===== config.mk =====
export PLATFORM = sky130hd
export DESIGN_NAME = dpa_arbiter
export DESIGN_NICKNAME = d
export VERILOG_FILES = /design/src/rtl/dpa_pkg.sv /design/src/rtl/dpa_lfsr.sv /design/src/rtl/dpa_contend.sv /design/src/rtl/dpa_pick.sv /design/src/rtl/dpa_arbiter.sv
export SDC_FILE = /design/constraint.sdc
export NUM_CORES = 1
export LEC_CHECK = 0
export CAP_MARGIN = 5
export CORE_MARGIN = 2
export CORE_UTILIZATION = 59
export CTS_BUF_LIST = sky130_fd_sc_hd__clkbuf_4 sky130_fd_sc_hd__clkbuf_8
export DETAILED_ROUTE_END_ITERATION = 12
export GPL_ROUTABILITY_DRIVEN = 0
export PLACE_DENSITY = 0.94
export SLEW_MARGIN = 20
export SYNTH_ARGS = -nofsm -noshare
export SYNTH_HDL_FRONTEND = slang
export SYNTH_SLANG_ARGS = --single-unit

===== constraint.sdc =====
create_clock -name clk -period 14.15 [get_ports clk]
set_input_delay 2.83 -clock clk [delete_from_list [all_inputs] [get_ports clk]]
set_output_delay 2.83 -clock clk [all_outputs]
set_load 0.005 [all_outputs]

===== src/rtl/dpa_pkg.sv =====
package dpa_pkg;
  localparam int NPORT  = 5;
  localparam int PORT_W = 3;
  localparam int CNT_W  = 3;
  localparam int TB_W   = 3;
  localparam int KEY_W  = 2 * CNT_W + TB_W;
  localparam logic [PORT_W-1:0] PORT_NONE = '1;

  // Lexicographic rank: deflections, then hops, then tie-break code.
  function automatic logic [KEY_W-1:0] rank_key(input logic [CNT_W-1:0] defl,
                                                input logic [CNT_W-1:0] hops,
                                                input logic [TB_W-1:0]  tb);
    return {defl, hops, tb};
  endfunction

  // Hop count after a successful forward, held at its ceiling.
  function automatic logic [CNT_W-1:0] hop_bump(input logic [CNT_W-1:0] h);
    return (h == '1) ? h : h + 1'b1;
  endfunction
endpackage


===== src/rtl/dpa_lfsr.sv =====
module dpa_lfsr #(
  parameter int          W    = 8,
  parameter logic [W-1:0] TAPS = 8'hB8,
  parameter logic [W-1:0] SEED = 8'h5A
) (
  input  logic         clk,
  input  logic         rst_n,
  output logic [W-1:0] state
);
  always_ff @(posedge clk or negedge rst_n) begin
    if (!rst_n)        state <= SEED;
    else if (state[0]) state <= (state >> 1) ^ TAPS;
    else               state <= state >> 1;
  end
endmodule


===== src/rtl/dpa_contend.sv =====
module dpa_contend
  import dpa_pkg::*;
(
  input  logic [NPORT-1:0]             valid,
  input  logic [NPORT-1:0][PORT_W-1:0] port,
  output logic [NPORT-1:0][NPORT-1:0]  req,     // [output][input]
  output logic [NPORT-1:0]             contend
);
  always_comb begin
    for (int o = 0; o < NPORT; o++) begin
      for (int i = 0; i < NPORT; i++)
        req[o][i] = valid[i] && (port[i] == PORT_W'(o));
      contend[o] = ($countones(req[o]) >= 2);
    end
  end
endmodule


===== src/rtl/dpa_pick.sv =====
module dpa_pick
  import dpa_pkg::*;
(
  input  logic [NPORT-1:0]            req,
  input  logic [NPORT-1:0][KEY_W-1:0] key,
  output logic [NPORT-1:0]            win
);
  logic [KEY_W-1:0] best;
  logic             found;
  always_comb begin
    best  = '0;
    found = 1'b0;
    win   = '0;
    for (int i = 0; i < NPORT; i++) begin
      if (req[i] && (!found || key[i] > best)) begin
        best   = key[i];
        found  = 1'b1;
        win    = '0;
        win[i] = 1'b1;
      end
    end
  end
endmodule


===== src/rtl/dpa_arbiter.sv =====
module dpa_arbiter
  import dpa_pkg::*;
#(
  parameter int            LFSR_W    = 8,
  parameter logic [LFSR_W-1:0] LFSR_TAPS = 8'hB8,
  parameter logic [LFSR_W-1:0] LFSR_SEED = 8'h5A
) (
  input  logic                         clk,
  input  logic                         rst_n,
  input  logic [NPORT-1:0]             in_valid,
  input  logic [NPORT-1:0][PORT_W-1:0] in_port,
  input  logic [NPORT-1:0][CNT_W-1:0]  in_defl,
  input  logic [NPORT-1:0][CNT_W-1:0]  in_hops,
  output logic [NPORT-1:0]             grant,
  output logic [NPORT-1:0]             fail,
  output logic [NPORT-1:0][PORT_W-1:0] out_port,
  output logic [NPORT-1:0][CNT_W-1:0]  out_hops,
  output logic [NPORT-1:0]             idle_set,
  output logic [NPORT-1:0]             contend
);
  logic [LFSR_W-1:0]            lfsr_q;
  logic [NPORT-1:0][NPORT-1:0]  req;     // [output][input]
  logic [NPORT-1:0][NPORT-1:0]  win_oh;  // [output][input]
  logic [NPORT-1:0][KEY_W-1:0]  key;

  dpa_lfsr #(.W(LFSR_W), .TAPS(LFSR_TAPS), .SEED(LFSR_SEED)) u_lfsr (
    .clk(clk), .rst_n(rst_n), .state(lfsr_q)
  );

  dpa_contend u_cont (
    .valid(in_valid), .port(in_port), .req(req), .contend(contend)
  );

  // XOR with a shared random value keeps tie-break codes distinct per input.
  for (genvar i = 0; i < NPORT; i++) begin : g_key
    assign key[i] = rank_key(in_defl[i], in_hops[i],
                             TB_W'(i) ^ lfsr_q[TB_W-1:0]);
  end

  for (genvar o = 0; o < NPORT; o++) begin : g_pick
    dpa_pick u_pick (.req(req[o]), .key(key), .win(win_oh[o]));
  end

  always_comb begin
    idle_set = '1;
    for (int i = 0; i < NPORT; i++) begin
      grant[i] = 1'b0;
      for (int o = 0; o < NPORT; o++)
        grant[i] = grant[i] | win_oh[o][i];
      fail[i]     = in_valid[i] & ~grant[i];
      out_port[i] = grant[i] ? in_port[i] : PORT_NONE;
      out_hops[i] = grant[i] ? hop_bump(in_hops[i]) : in_hops[i];
    end
    for (int o = 0; o < NPORT; o++)
      idle_set[o] = ~(|win_oh[o]);
  end
endmodule


# ---- Word level (Yosys, flattened, before mapping)
# Index checks and enable logic that the tools add are counted.
dict set report word_totals {
  wordCells 292
  ff_bits 8
  out_inout_bits 50
  inputBits 52
}
dict set report op_classes {
  n_lt_le_gt_ge 25
  reduce_logical 95
  n_bitwise 40
  add_sub_neg 25
  n_eq_ne 25
  mux 81
}
# operator count
set op_table {}
lappend op_table {{> comparator 9 bit} 20}
lappend op_table {{2-to-1 mux 9 bit} 20}
lappend op_table {{adder 32 x 1 -> 32 bit} 5}
lappend op_table {{adder 32 bit} 5}
lappend op_table {{greater-or-equal comparator 32 x 3 -> 1 bit, second input constant} 5}
lappend op_table {{2-to-1 mux 5 bit} 20}
lappend op_table {{logical AND 1 bit} 45}
lappend op_table {{2-to-1 mux 3 bit} 15}
lappend op_table {{equality test 3 x 2 -> 1 bit, second input constant} 10}
lappend op_table {{equality test 3 bit, second input constant} 10}
lappend op_table {{2-to-1 mux 1 bit} 25}
lappend op_table {{OR reduction 5 bit} 5}
lappend op_table {{adder 1 x 1 -> 2 bit} 10}
lappend op_table {{zero test 1 bit} 20}
lappend op_table {{logical OR 1 bit} 20}
lappend op_table {{OR 1 bit} 20}
lappend op_table {{adder 3 x 1 -> 3 bit, second input constant} 5}
lappend op_table {{equality test 3 x 1 -> 1 bit, second input constant} 5}
lappend op_table {{zero test 3 bit} 5}
lappend op_table {{NOT 1 bit} 13}
lappend op_table {{2-to-1 mux 8 bit} 1}
lappend op_table {{bitwise AND 1 bit} 5}
lappend op_table {{NOT 3 -> 4 bit} 1}
lappend op_table {{NOT 2 bit} 1}

# ---- Longest topological paths before layout
dict set report depth {
  ltp_word 25
  ltp_mapped 39
  depth_no_buf 35
}

# ---- By module
# A second synthesis with hierarchy kept.
dict set report unflattened {
  hier_cells 1015
  hier_area_um2 7990.2
}
# module cells_each area_per_inst_um2 seq_area_each_um2 instances
set modules_own_cells {}
lappend modules_own_cells {{dpa_pick at g_pick[1].u_pick ...} 171 1317.5 0.0 3}
lappend modules_own_cells {{dpa_pick at g_pick[0].u_pick ...} 171 1320.0 0.0 2}
lappend modules_own_cells {dpa_contend 76 603.1 0.0 1}
lappend modules_own_cells {dpa_arbiter 73 563.0 0.0 1}
lappend modules_own_cells {dpa_lfsr 11 231.5 205.2 1}

# ---- Worst setup path before layout
# OpenSTA, ideal clock, no wires.
dict set report synth_timing {
  kind {input to output}
  startpoint {in in_port[1] in the netlist's numbering}
  endpoint {out out_hops[1] in the netlist's numbering}
  stages 34
  arrival_time_ps 10368
  setup_slack_ps 952
  n_path_buf 4
  required_ps 11320
  cell_sequence {and4bb_2 clkbuf_1 buf_1 nand2_1 ha_1 a21boi_0 o311a_1 a21oi_1 clkbuf_1 nand3_1 o21ai_1 inv_1 ha_1 a211oi_1 o21ai_0 o21ai_1 clkbuf_1 mux2i_1 ha_1 a211oi_1 nand2_1 o221ai_1 a211oi_1 nor2_1 mux2_2 ha_1 a22oi_1 nand2_1 o211ai_1 a21oi_1 nor3_1 a211oi_1 a32oi_1 mux2_2}
}
# element line
set synth_lines {}
lappend synth_lines {{start: declaration} dpa_arbiter.sv:11} ;# input logic [NPORT-1:0][PORT_W-1:0] in_port,
lappend synth_lines {{end: declaration} dpa_arbiter.sv:17} ;# output logic [NPORT-1:0][CNT_W-1:0] out_hops,

==> key figures <==
CTS
  • CTS Root Cell: clkbuf_8
  • Clock-pin slew on the worst setup and hold paths: around 0.040 ns
  • Number of H-tree levels: 1
  • CTS Hold Bufs: 0
  • TritonCTS Buffers: 3
  • Clock Path Buffers: 2
  • CTS tree: yes
  • Clock sinks: 8
  • Clk_lat worst skew: roughly 0.23 ns

Global routing
  • Total gr overflow: 0
  • Pin count of the biggest net entering global routing: 31
  • GRT Util Overall: between 30% and 40%
  • Initial antenna violation count: 0
  • Vias in the first global route: ~8200
  • First-pass GRT wire length: around 41000 µm

Place
  • Hpwl dp: between 20000 and 25000 µm
  • # port buffers: ~100

Detailed routing
  • Routed vias: 8776
  • Drt wl/cell: roughly 22 µm
  • 1st-iter DRT viols: approximately 1200
  • Final ANT Viol Nets: 0
  • Final wirelength: approximately 27000 µm
  • Drt first pass iters: 6
  • Vias/cell: between 7 and 8
  • # DRC: 0

Logic synthesis
  • Synth Instances: 964
  • FFs w/ async S/R, synth: between 90% and 100%
  • Xor/xnor cell area share of the yosys netlist: less than 1%
  • Ys Warns: 0
  • Complex-gate fraction of the synthesized area: between 20% and 30%
  • Post-synth EDFFs: 0
  • Synth unique cells: 83
  • Area share of fa/ha/maj cells after synthesis: between 30% and 40%
  • Ys flop type: dfstp_2
  • Synthesized area: ~7200 µm²
  • Mapped Avg Cell Area: approximately 7.5 µm²
  • Main combinational cell family by area after synthesis: adder cells
  • Synth Area in Simple Gates: 23.50%
  • Mapped Nets: approximately 1200
  • #FFs+latches synth: 8
  • Seq/Total Area, Yosys: under 10%
  • Post-synthesis mux area share: a little over a tenth

Worst setup path
  • Crit. End Element: output port
  • Critical Path RT: approximately 11 ns
  • CP Launch Type: input port
  • CP max stage delay: 0.48 ns
  • Setup Crit Path Kind: input port to output port
  • Slowest cell on crit path: mux2i_1
  • Critical Path Fanout Max: 12
  • CP arrival: 11.11 ns

Final layout
  • Max reg flops: 8
  • Fin nets: 1336
  • Synth-to-Final Area Change: 23.23%
  • Biggest register: u_lfsr.state
  • Share of post-route cells with drive strength above 1: approximately 12%
  • Most frequent cells in the layout: 190 x ha_1, 102 x nand2_1, 92 x clkdlybuf4s50_1
  • Most common cell after layout, fill and taps aside: ha_1
  • Largest registers: u_lfsr.state: 8 flops
  • Fillers: between 700 and 800
  • Ant diodes: 0

Timing
  • Max Fclk: 71.73 MHz
  • Fin Setup TNS: 0 ns
  • Worst Tran Pin Value: 0.8333 ns
  • Crit share post-route: ~99%
  • Clock period minus worst slack: roughly 14 ns
  • Clock Skew: approximately 0.00037 ns
  • Final Hold Vio Count: 0
  • Final setup violation count: 0
  • Max-slew violations: 0
  • Relative slew slack: 44.39%

Floorplan
  • Die W: approximately 110 µm
  • I/O Pins: slightly above 100
  • Core Region: between 10000 and 15000 µm²
  • Die footprint: between 10000 and 15000 µm²
  • Row count: 40
  • Effective utilization at floorplan: 60.44%
  • Die Y: 114.7 µm

Hold path
  • Hold WC Path Type: flop to flop

Outcome
  • Status: finished clean

Power
  • Leak Pwr: 3.982 nW
  • Power, Total: approximately 290 µW
  • Power per cell area: approximately 32 nW/µm²
  • Maximum vdd drop: around 0.021 mV

Run
  • Max-Cap Viols: 0
## final cells by class
type / instances / area (µm²) / area share, %
repair buffers: 148 / 1384 / 15.53
inverters: 86 / 322.8 / 3.624
multi-input cells: 842 / 6764 / 75.93
well taps: 147 / 183.9 / 2.065
clock buffers: 4 / 48.80 / 0.5478
flip-flops and latches: 8 / 205.2 / 2.303
## metal layers
| metal | GRT usage, % | up-vias | part of all wire [%] |
|---|---|---|---|
| met2 | 59.33 | 752 | 41 |
| li1 | - | 3876 | - |
| met3 | 6.353 | 227 | 14 |
| met5 | 0 | - | 0 |
| met1 | 50.51 | 3921 | 38 |
| met4 | 21.85 | 0 | 7.8 |
## power breakdown
part	total [mW]	internal, mW	switching (mW)	leakage (nW)
logic	0.235	0.108	0.127	3.86
registers	0.0230	0.0230	0	0.0971
clock network	0.0310	0.0215	0.00956	0.0262
## worst paths after layout
check,to,slack [ns],from,cells past startpoint
max in group asynchronous,u_lfsr.state[1],10.99,rst_n,1
worst min-delay path,u_lfsr.state[6],0.36,u_lfsr.state[7],0
worst max-delay path,out_hops[4],0.21,in_valid[0],35
worst min register to register,u_lfsr.state[6],0.36,u_lfsr.state[7],0
min in group asynchronous,u_lfsr.state[7],2.87,rst_n,1
worst max register to register,u_lfsr.state[3],13.12,u_lfsr.state[0],2
## cells by family after synthesis
logic type	count (synthesis)
adder cells (fa/ha/maj)	195
XOR/XNOR	8
buffers and inverters	115
AND/OR/NAND/NOR	332
multiplexers	73
AO/OA/AOI/OAI	233
flip-flops	8
## cells in the mapped netlist, types with 20 or more instances
library cell  instances  area (µm²)
mux2_2               27       304.0
nand4_1              20       125.1
inv_1                84       315.3
o21ai_0              43       215.2
nand2_1             102       382.9
a21oi_1              55       275.3
nand3_1              42       210.2
a211oi_1             21       157.7
ha_1                190        2377
nor2_1               68       255.2
nor3_1               22       110.1
mux2i_1              43       430.4
## repair_timing
item / in CTS / in global routing
setup endpoints to repair: 10 / 39
setup buffers: 1 / 8
resized for setup: 6 / 37
gates cloned: 0 / 1
pin swaps: 1 / 2
## worst max-delay path: cells and delay by family
family,cells,cell delay (ns)
and+or+nand+nor,4,1.08
AOI/OAI and AO/OA,17,3.20
buffers and inverters,7,1.63
adders and majority gates,4,1.29
muxes,3,1.10
## through the flow
| stage | cells | setup slack (ns) | hold WS (ns) | instance area (µm²) | utilization, % |
|---|---|---|---|---|---|
| floorplan | 964 | 0.9521 | 0.3330 | 7229 | - |
| detailed placement | 1221 | -0.2101 | 0.3498 | 8613 | 72.01 |
| global route | 1235 | -0.1211 | 0.3592 | 8909 | 74.48 |
| global placement | 1221 | 0.02108 | 0.3364 | 8613 | 72.01 |
| CTS | 1226 | 0.01812 | 0.3606 | 8693 | 72.68 |
| finish | 1235 | 0.2080 | 0.3587 | 8909 | 74.48 |
Note: power is estimated with default switching activity, not from simulation.
